==> config.mk <==
export PLATFORM = sky130hd
export DESIGN_NAME = vtl_trs_lock_det
export DESIGN_NICKNAME = d
export VERILOG_FILES = /design/src/rtl/vtl_pkg.sv /design/src/rtl/vtl_word_ctr.sv /design/src/rtl/vtl_mark_cmp.sv /design/src/rtl/vtl_lock_fsm.sv /design/src/rtl/vtl_trs_lock_det.sv
export SDC_FILE = /design/constraint.sdc
export NUM_CORES = 1
export LEC_CHECK = 0
export BUFFER_PORTS_ARGS = -buffer_cell sky130_fd_sc_hd__buf_2
export CORE_ASPECT_RATIO = 0.75
export CORE_MARGIN = 2
export CORE_UTILIZATION = 60
export CTS_BUF_LIST = sky130_fd_sc_hd__clkbuf_8
export DETAILED_ROUTE_END_ITERATION = 10
export PLACE_DENSITY = 0.77
export RECOVER_POWER = 50
export SKIP_CTS_REPAIR_TIMING = 1
export SKIP_LAST_GASP = 1
export SLEW_MARGIN = 20
export SYNTH_ARGS = -nofsm -noshare
export SYNTH_HDL_FRONTEND = slang
export SYNTH_SLANG_ARGS = --single-unit
==> constraint.sdc <==
create_clock -name clk -period 6.9 [get_ports clk]
set_input_delay 1.035 -clock clk [delete_from_list [all_inputs] [get_ports clk]]
set_output_delay 1.035 -clock clk [all_outputs]
set_load 0.02 [all_outputs]
==> src/rtl/vtl_pkg.sv <==
package vtl_pkg;

    // Lock decision states
    typedef enum logic [1:0] {
        ST_HUNT    = 2'd0,
        ST_MEASURE = 2'd1,
        ST_TRACK   = 2'd2,
        ST_LOCKED  = 2'd3
    } lock_st_e;

endpackage

==> src/rtl/vtl_word_ctr.sv <==
// Word position counter with per-line SAV capture and measured-position outputs.
module vtl_word_ctr #(
    parameter int CW = 12
) (
    input  logic          clk,
    input  logic          rst,
    input  logic          word_vld,
    input  logic          eav_in,
    input  logic          sav_in,
    input  logic          realign,
    output logic [CW-1:0] pos,
    output logic [CW-1:0] line_sav,
    output logic          sav_seen,
    output logic          eav_evt,
    output logic          sav_evt,
    output logic [CW-1:0] eav_pos,
    output logic [CW-1:0] sav_pos
);

    localparam logic [CW-1:0] POS_ONE = CW'(1);
    localparam logic [CW-1:0] POS_TWO = CW'(2);

    // EAV wins over SAV on a shared word; only the first SAV in a line counts.
    assign eav_evt = word_vld & eav_in;
    assign sav_evt = word_vld & sav_in & ~eav_in & ~realign & ~sav_seen;

    always_ff @(posedge clk) begin
        if (rst) begin
            pos      <= '0;
            line_sav <= '0;
            sav_seen <= 1'b0;
            eav_pos  <= '0;
            sav_pos  <= '0;
        end else if (word_vld) begin
            if (eav_in) begin
                eav_pos  <= pos;
                pos      <= POS_ONE;
                sav_seen <= 1'b0;
            end else if (realign) begin
                // This word is position 1 of a line whose EAV went missing.
                pos      <= POS_TWO;
                sav_seen <= 1'b0;
            end else begin
                pos <= pos + POS_ONE;
                if (sav_evt) begin
                    sav_seen <= 1'b1;
                    line_sav <= pos;
                    sav_pos  <= pos;
                end
            end
        end
    end

endmodule

==> src/rtl/vtl_mark_cmp.sv <==
// Compares current marks and positions against the stored reference timing.
module vtl_mark_cmp #(
    parameter int CW = 12
) (
    input  logic          word_vld,
    input  logic          eav_in,
    input  logic [CW-1:0] pos,
    input  logic [CW-1:0] ref_eav,
    input  logic [CW-1:0] ref_sav,
    input  logic [CW-1:0] line_sav,
    input  logic          sav_seen,
    input  logic          eav_evt,
    input  logic          sav_evt,
    output logic          eav_late,
    output logic          line_match,
    output logic          mark_hit,
    output logic          mark_miss
);

    localparam logic [CW-1:0] POS_ONE = CW'(1);

    logic [CW-1:0] eav_due_past;
    logic [CW-1:0] sav_due_past;
    logic          eav_at_ref;
    logic          sav_at_ref;
    logic          sav_late;
    logic          eav_off;
    logic          sav_off;

    assign eav_due_past = ref_eav + POS_ONE;
    assign sav_due_past = ref_sav + POS_ONE;
    assign eav_at_ref   = (pos == ref_eav);
    assign sav_at_ref   = (pos == ref_sav);

    assign eav_late   = word_vld & ~eav_in & (pos == eav_due_past);
    assign sav_late   = word_vld & ~eav_in & ~sav_seen & (pos == sav_due_past);
    assign eav_off    = eav_evt & ~eav_at_ref;
    assign sav_off    = sav_evt & ~sav_at_ref;

    assign mark_hit   = (eav_evt & eav_at_ref) | (sav_evt & sav_at_ref);
    assign mark_miss  = sav_late | eav_off | sav_off;
    assign line_match = eav_evt & eav_at_ref & sav_seen & (line_sav == ref_sav);

endmodule

==> src/rtl/vtl_lock_fsm.sv <==
// Lock decision state machine with reference storage and match/miss counting.
module vtl_lock_fsm
    import vtl_pkg::*;
#(
    parameter int CW         = 12,
    parameter int LOCK_LINES = 6,
    parameter int MISS_TOL   = 4
) (
    input  logic          clk,
    input  logic          rst,
    input  logic          eav_evt,
    input  logic          sav_seen,
    input  logic [CW-1:0] pos,
    input  logic [CW-1:0] line_sav,
    input  logic          line_match,
    input  logic          eav_late,
    input  logic          mark_hit,
    input  logic          mark_miss,
    output lock_st_e      state_q,
    output logic [CW-1:0] ref_eav,
    output logic [CW-1:0] ref_sav,
    output logic          realign,
    output logic          trs_locked
);

    localparam int MW = $clog2(LOCK_LINES + 1);
    localparam int XW = $clog2(MISS_TOL + 2);
    localparam logic [MW-1:0] MATCH_ONE  = MW'(1);
    localparam logic [MW-1:0] MATCH_LAST = MW'(LOCK_LINES - 1);
    localparam logic [XW-1:0] MISS_ONE   = XW'(1);
    localparam logic [XW-1:0] MISS_LAST  = XW'(MISS_TOL);

    lock_st_e      state_d;
    logic [MW-1:0] match_q, match_d;
    logic [XW-1:0] miss_q, miss_d;
    logic          load_ref;
    logic          miss_any;

    assign realign  = (state_q == ST_LOCKED) & eav_late;
    assign miss_any = realign | mark_miss;

    always_comb begin
        state_d  = state_q;
        match_d  = match_q;
        miss_d   = miss_q;
        load_ref = 1'b0;
        unique case (state_q)
            ST_HUNT: begin
                if (eav_evt) state_d = ST_MEASURE;
            end
            ST_MEASURE: begin
                if (eav_evt && sav_seen) begin
                    load_ref = 1'b1;
                    match_d  = MATCH_ONE;
                    state_d  = ST_TRACK;
                end
            end
            ST_TRACK: begin
                if (eav_evt) begin
                    if (line_match) begin
                        if (match_q == MATCH_LAST) begin
                            state_d = ST_LOCKED;
                            match_d = '0;
                            miss_d  = '0;
                        end else begin
                            match_d = match_q + MATCH_ONE;
                        end
                    end else if (sav_seen) begin
                        load_ref = 1'b1;
                        match_d  = MATCH_ONE;
                    end else begin
                        state_d = ST_MEASURE;
                        match_d = '0;
                    end
                end
            end
            ST_LOCKED: begin
                if (mark_hit) begin
                    miss_d = '0;
                end else if (miss_any) begin
                    if (miss_q == MISS_LAST) begin
                        state_d = ST_HUNT;
                        miss_d  = '0;
                    end else begin
                        miss_d = miss_q + MISS_ONE;
                    end
                end
            end
        endcase
    end

    // State register
    always_ff @(posedge clk) begin
        if (rst) state_q <= ST_HUNT;
        else     state_q <= state_d;
    end

    // Counters and reference timing
    always_ff @(posedge clk) begin
        if (rst) begin
            match_q <= '0;
            miss_q  <= '0;
            ref_eav <= '0;
            ref_sav <= '0;
        end else begin
            match_q <= match_d;
            miss_q  <= miss_d;
            if (load_ref) begin
                ref_eav <= pos;
                ref_sav <= line_sav;
            end
        end
    end

    // Outputs
    always_ff @(posedge clk) begin
        if (rst) trs_locked <= 1'b0;
        else     trs_locked <= (state_d == ST_LOCKED);
    end

endmodule

==> src/rtl/vtl_trs_lock_det.sv <==
// Top level: timing-reference lock detector.
module vtl_trs_lock_det
    import vtl_pkg::*;
#(
    parameter int CW         = 12,
    parameter int LOCK_LINES = 6,
    parameter int MISS_TOL   = 4
) (
    input  logic          clk,
    input  logic          rst,
    input  logic          word_vld,
    input  logic          eav_in,
    input  logic          sav_in,
    output logic          trs_locked,
    output logic [CW-1:0] eav_pos,
    output logic [CW-1:0] sav_pos
);

    lock_st_e      state_q;
    logic [CW-1:0] pos;
    logic [CW-1:0] line_sav;
    logic [CW-1:0] ref_eav;
    logic [CW-1:0] ref_sav;
    logic          sav_seen;
    logic          eav_evt;
    logic          sav_evt;
    logic          realign;
    logic          eav_late;
    logic          line_match;
    logic          mark_hit;
    logic          mark_miss;

    vtl_word_ctr #(.CW(CW)) u_ctr (
        .clk      (clk),
        .rst      (rst),
        .word_vld (word_vld),
        .eav_in   (eav_in),
        .sav_in   (sav_in),
        .realign  (realign),
        .pos      (pos),
        .line_sav (line_sav),
        .sav_seen (sav_seen),
        .eav_evt  (eav_evt),
        .sav_evt  (sav_evt),
        .eav_pos  (eav_pos),
        .sav_pos  (sav_pos)
    );

    vtl_mark_cmp #(.CW(CW)) u_cmp (
        .word_vld   (word_vld),
        .eav_in     (eav_in),
        .pos        (pos),
        .ref_eav    (ref_eav),
        .ref_sav    (ref_sav),
        .line_sav   (line_sav),
        .sav_seen   (sav_seen),
        .eav_evt    (eav_evt),
        .sav_evt    (sav_evt),
        .eav_late   (eav_late),
        .line_match (line_match),
        .mark_hit   (mark_hit),
        .mark_miss  (mark_miss)
    );

    vtl_lock_fsm #(
        .CW         (CW),
        .LOCK_LINES (LOCK_LINES),
        .MISS_TOL   (MISS_TOL)
    ) u_fsm (
        .clk        (clk),
        .rst        (rst),
        .eav_evt    (eav_evt),
        .sav_seen   (sav_seen),
        .pos        (pos),
        .line_sav   (line_sav),
        .line_match (line_match),
        .eav_late   (eav_late),
        .mark_hit   (mark_hit),
        .mark_miss  (mark_miss),
        .state_q    (state_q),
        .ref_eav    (ref_eav),
        .ref_sav    (ref_sav),
        .realign    (realign),
        .trs_locked (trs_locked)
    );

endmodule

# After elaboration in Yosys (flattened, before gate mapping)
# Index checks and enable logic that the tools add are counted.
[totals]
ff_bits = 70
inputBits = 5
out_inout_bits = 25
elab_cells = 99
[classes]
n_addsub = 5
n_eq_ne = 16
n_mux = 33
bitwise_logic = 25
reduce_logical = 10
[ops]
columns = ["cell", "count"]
rows = [
  ["$eq A12 B12 Y1", 5],
  ["$add A12 B1 Y12 const B", 3],
  ["$mux W3", 10],
  ["$mux W12", 2],
  ["$mux W2", 9],
  ["$and A1 B1 Y1", 16],
  ["$pmux W3 S2", 2],
  ["$mux W1", 8],
  ["$pmux W2 S4", 1],
  ["$add A3 B1 Y3 const B", 2],
  ["$eq A2 B2 Y1 const B", 3],
  ["$eq A3 B3 Y1 const B", 2],
  ["$not A1 Y1", 5],
  ["$reduce_and A5 Y1", 1],
  ["$ne A2 B1 Y1 const B", 2],
  ["$ne A2 B2 Y1 const B", 2],
  ["$or A1 B1 Y1", 4],
  ["$reduce_and A2 Y1", 2],
  ["$reduce_and A4 Y1", 1],
  ["$reduce_bool A2 Y1", 2],
  ["$ne A3 B2 Y1 const B", 1],
  ["$reduce_and A3 Y1", 1],
  ["$reduce_bool A3 Y1", 1],
  ["$eq A2 B1 Y1 const B", 1],
  ["other kinds (3)", 3],
]

# Logic depth before layout (Yosys ltp)
[depth]
depth_word = 14
mapped_depth = 11
mapped_depth_nobuf = 9

# Hierarchy
# Synthesis repeated with hierarchy kept, for this count alone.
[unflattened]
hier_cells = 495
area_unflattened_um2 = 4151.5
[by_module_without_submodules]
columns = ["mod", "n_inst", "cells_each", "area_per_inst_um2", "seq_area_each_um2"]
rows = [
  ["vtl_word_ctr", 1, 192, 1565.3, 740.7],
  ["vtl_lock_fsm", 1, 158, 1510.2, 660.6],
  ["vtl_mark_cmp", 1, 145, 1076.0, 0.0],
]

# Worst setup path after synthesis
# Ideal clock, no wire load.
[synth_timing]
kind = "input port to flip-flop"
start = "in eav_in"
end = "reg u_ctr.line_sav[10]"
setup_time_ns = 0.128
arrival_ns = 2.661
required_time_ns = 6.772
slack_ns = 4.112
path_stages = 9
path_buffers = 2
path_cell_list = "nand2b_1 > nor2_1 > nand4_1 > or4_4 > o31a_1 > buf_6 > buf_2 > mux2i_1 > nor2_1"
[synth_via]
elab_chain_cells = 8
word_cells_on_any_way = 9
cone_classes = "bitwise (8); reduce/logical (1)"
[synth_lines]
columns = ["element", "line_no", "source"]
rows = [
  ["start: declaration", "vtl_trs_lock_det.sv:12", "input logic eav_in,"],
  ["$not A1 Y1 (*)", "vtl_word_ctr.sv:25, vtl_mark_cmp.sv:35", ""],
  ["$and A1 B1 Y1 (2 in series)", "vtl_mark_cmp.sv:35", "assign eav_late = word_vld & ~eav_in & (pos == eav_due_past);"],
  ["$and A1 B1 Y1", "vtl_lock_fsm.sv:39", "assign realign = (state_q == ST_LOCKED) & eav_late;"],
  ["$not A1 Y1", "vtl_word_ctr.sv:25", "assign sav_evt = word_vld & sav_in & ~eav_in & ~realign & ~sav_seen;"],
  ["$and A1 B1 Y1 (2 in series)", "vtl_word_ctr.sv:25", ""],
  ["$reduce_and A4 Y1 (no source line) (*)", "-", ""],
  ["end signal: assignment", "vtl_word_ctr.sv:47", "line_sav <= pos;"],
  ["end: declaration", "vtl_word_ctr.sv:12", "output logic [CW-1:0] line_sav,"],
]
# Mark *: on every way between the ends. The rest lies on a longest branch, timed or not.
# A chain may end at the register's enable or synchronous reset.

# Worst setup path after layout
[layout_timing]
start = "in word_vld"
end = "reg u_fsm.ref_sav[9]"
[layout_via]
elab_chain_cells = 7
word_cells_on_any_way = 9
cone_classes = "mux (4); bitwise (4); reduce/logical (1)"
[layout_lines]
columns = ["element", "line_no", "source"]
rows = [
  ["start: declaration", "vtl_trs_lock_det.sv:11", "input logic word_vld,"],
  ["$and A1 B1 Y1 (*)", "vtl_word_ctr.sv:24", "assign eav_evt = word_vld & eav_in;"],
  ["$and A1 B1 Y1 (3 in series)", "vtl_mark_cmp.sv:42", "assign line_match = eav_evt & eav_at_ref & sav_seen & (line_sav == ref_sav);"],
  ["$mux W1", "vtl_lock_fsm.sv:60", "if (line_match) begin"],
  ["$mux W1", "vtl_lock_fsm.sv:59", "if (eav_evt) begin"],
  ["$pmux W1 S2 (*)", "vtl_lock_fsm.sv:47", "unique case (state_q)"],
  ["end signal: assignment", "vtl_lock_fsm.sv:110", "ref_sav <= line_sav;"],
  ["end: declaration", "vtl_lock_fsm.sv:21", "output logic [CW-1:0] ref_sav,"],
]
# Marks and branches as above.

==> metrics.txt <==
Distinct cells, synth 64; setup violators final 0; DP Area 4240 um2; Mapped Avg Cell Area 8.29 um2; Layout area overhead 6.12%; Max Fclk 238 MHz; routability cong. 0.948; Starting Density 0.616; status complete, but fails checks; drt wl/cell 17.3 um; initial antenna violation count 0; Pwr per Cell Area 188 nW/um2; overall power 0.830 mW; Reg-to-Reg Start u_ctr.pos[8]$_SDFFE_PP0P_; TNS Setup 0 ps; Yosys warning count 0; skew final 11.9 ps; fin util 0.654; nature of the critical path endpoint flip-flop; die width 100 um; Skew-Pair Late Insertion Delay 360 ps; antenna fix cells 0; clock buffer depth 2; CTS buffer count 9; Die Span Y 76.2 um; RSZ-0062 raised after global routing no; r2r setup slk 2990 ps; synthesized instance count 503; launching element type of the critical path input pin; vias per cell 6.22; die area 7640 um2; Critical Path AT 4400 ps; hold path endpoint u_ctr.eav_pos[1]$_SDFFE_PP0P_; FF+latch count, synth 70; detailed-route via count 3685; All-Layer GR Usage 0.284; grt ovf 0; sequential area share after synthesis 0.336; Fin. Hold Viols 0; MaxCap Viol Count 1; Mapped Nets 517; Post-Layout Inst Area 4420 um2; Root Buffer clkbuf_8; failing checks max-capacitance violations, max-slew violations; Sink Count 70; filler cell count 596; Final Critical Period 4210 ps; IO buf count 29; DRT Wirelength 10300 um; worst IR drop on VDD 141 uV; Clock transition at path regs 80 ps; Worst Tran Pin Value 2020 ps; worst setup path startpoint word_vld; vias in the first global route 3476; Hold Path Cell Cnt 2; Hold Startpoint u_ctr.eav_pos[1]$_SDFFE_PP0P_; pin count of the biggest net entering global routing 61; CTS tree built; fin crit share 0.610; Post-synth EDFFs 0; worst r2r dst u_fsm.ref_sav[9]$_SDFFE_PP0P_; layout cells sized above 1 0.0492; class of the worst hold path flip-flop to flip-flop; final worst slack 2690 ps; DR pass1 iterations 5; Setup Slack @ Placement 3610 ps; initial drt markers 368; core box area 6770 um2; max_slew headroom -0.346; DRT antenna net count 0; Leakage 1.60 nW; dpl hpwl 7080 um; Setup CP Type input pin to flip-flop; CP Data Required Time 7090 ps; H-tree depth 3; Max FO, Critical Path 24; residual DRC count 0; global-route wire length before repair 17300 um; row cnt 26; Slew Limit Fails 25; ys flop type dfxtp_1; Post-Syn Area 4170 um2; Async S/R FF share, synth 0; r2r worst-path depth 9; fin nets 517; # IOs 30
-- synth_stat cells (2+ instances only) --
cell,count,area share
a211oi_1,5,0.0090
a21oi_1,24,0.029
a221oi_1,2,0.0042
a22o_1,2,0.0042
a22oi_1,2,0.0036
and2_1,7,0.011
and3_1,8,0.012
and4_1,4,0.0084
buf_2,8,0.0096
buf_4,3,0.0054
buf_6,2,0.0054
clkbuf_1,28,0.025
dfxtp_1,70,0.34
ha_1,9,0.027
inv_1,18,0.016
mux2i_1,39,0.094
nand2_1,44,0.040
nand2b_1,6,0.0090
nand3_1,14,0.017
nand3b_1,2,0.0036
nand4_1,7,0.011
nand4b_1,2,0.0042
nor2_1,64,0.058
nor3_1,7,0.0084
nor4_1,10,0.015
nor4b_1,2,0.0042
o2111ai_1,2,0.0042
o211ai_1,4,0.0072
o21ai_0,8,0.0096
o21bai_1,2,0.0036
o311a_1,2,0.0048
o311ai_0,2,0.0042
o31a_1,4,0.0084
o32ai_1,2,0.0042
o41ai_1,3,0.0063
xnor2_1,26,0.055
xor2_1,32,0.067
-- cell type report --
type | count | area [um2] | area share
well taps | 84 | 105 | 0.0238
clock inverters | 5 | 81.3 | 0.0184
inverters | 18 | 67.6 | 0.0153
multi-input cells | 374 | 2500 | 0.565
flip-flops and latches | 70 | 1400 | 0.317
repair buffers | 30 | 116 | 0.0263
clock buffers | 11 | 151 | 0.0342
-- stage by stage --
step | instances | hold WS, ps
4_1_cts | 592 | 460
6_report | 592 | 461
5_1_grt | 592 | 485
3_5_place_dp | 576 | 448
3_3_place_gp | 576 | 443
2_1_floorplan | 503 | 445
-- registers in the layout, summed over array words and instances (netlist names) --
register / count
u_fsm.trs_locked: 1
u_ctr.line_sav: 12
u_ctr.sav_seen: 1
u_ctr.pos: 12
u_fsm.state_q: 2
u_fsm.ref_eav: 12
u_fsm.miss_q: 3
u_ctr.eav_pos: 12
u_fsm.match_q: 3
u_fsm.ref_sav: 12
-- cells by family (layout without fill, tap and decap cells) --
group	count (synthesis)	after routing	synth area share
muxes	39	39	0.0937
xor gates and xnor gates	58	58	0.122
AOI/OAI and AO/OA	78	78	0.131
and+or+nand+nor	190	190	0.228
buffers and inverters	59	64	0.0618
DFF	70	70	0.336
adders and majority gates	9	9	0.0270
-- report_power, final --
group / internal (mW) / switching, mW
Clock: 0.223 / 0.161
Combinational: 0.0116 / 0.0250
Sequential: 0.406 / 0.00405
Total: 0.640 / 0.190
-- worst max-delay path by stage --
stage | cells after the start | end
6_report | 7 | u_fsm.ref_sav[9]$_SDFFE_PP0P_
5_1_grt | 7 | u_fsm.ref_sav[11]$_SDFFE_PP0P_
4_1_cts | 9 | u_fsm.miss_q[2]$_SDFFE_PP0P_
3_5_place_dp | 9 | u_fsm.miss_q[2]$_SDFFE_PP0P_
3_3_place_gp | 9 | u_fsm.miss_q[2]$_SDFFE_PP0P_
2_1_floorplan | 9 | u_ctr.line_sav[10]$_SDFFE_PP0P_
-- layer usage --
layer / vias to the layer above / track usage / part of all wire
met1: 1732 / 0.405 / 0.46
met3: 26 / 0.0706 / 0.078
met2: 174 / 0.419 / 0.44
met4: 0 / 0.0959 / 0.022
met5: - / 0 / 0
li1: 1753 / - / -
-- cell usage in the layout, fill, tap and decap left out, drive strengths merged, types with 3 or more instances in the layout --
master / n
dfxtp: 70
nor2: 64
nand2: 44
mux2i: 39
clkbuf: 38
xor2: 32
xnor2: 26
a21oi: 24
inv: 18
nand3: 15
nor4: 10
o21ai: 10
ha: 9
and3: 8
nor3: 8
nand4: 8
and2: 7
nand2b: 6
a211oi: 5
and4: 4
o211ai: 4
o31a: 4
o41ai: 3
buf: 3
nor4b: 3
-- critical path: stages --
cell      delay, ps
clkbuf_1        230
and2_0          750
nand2_1         280
nor3b_1         230
clkbuf_1       1470
mux2i_1         300
nor2_1           80
(Power assumes the default switching activity.)
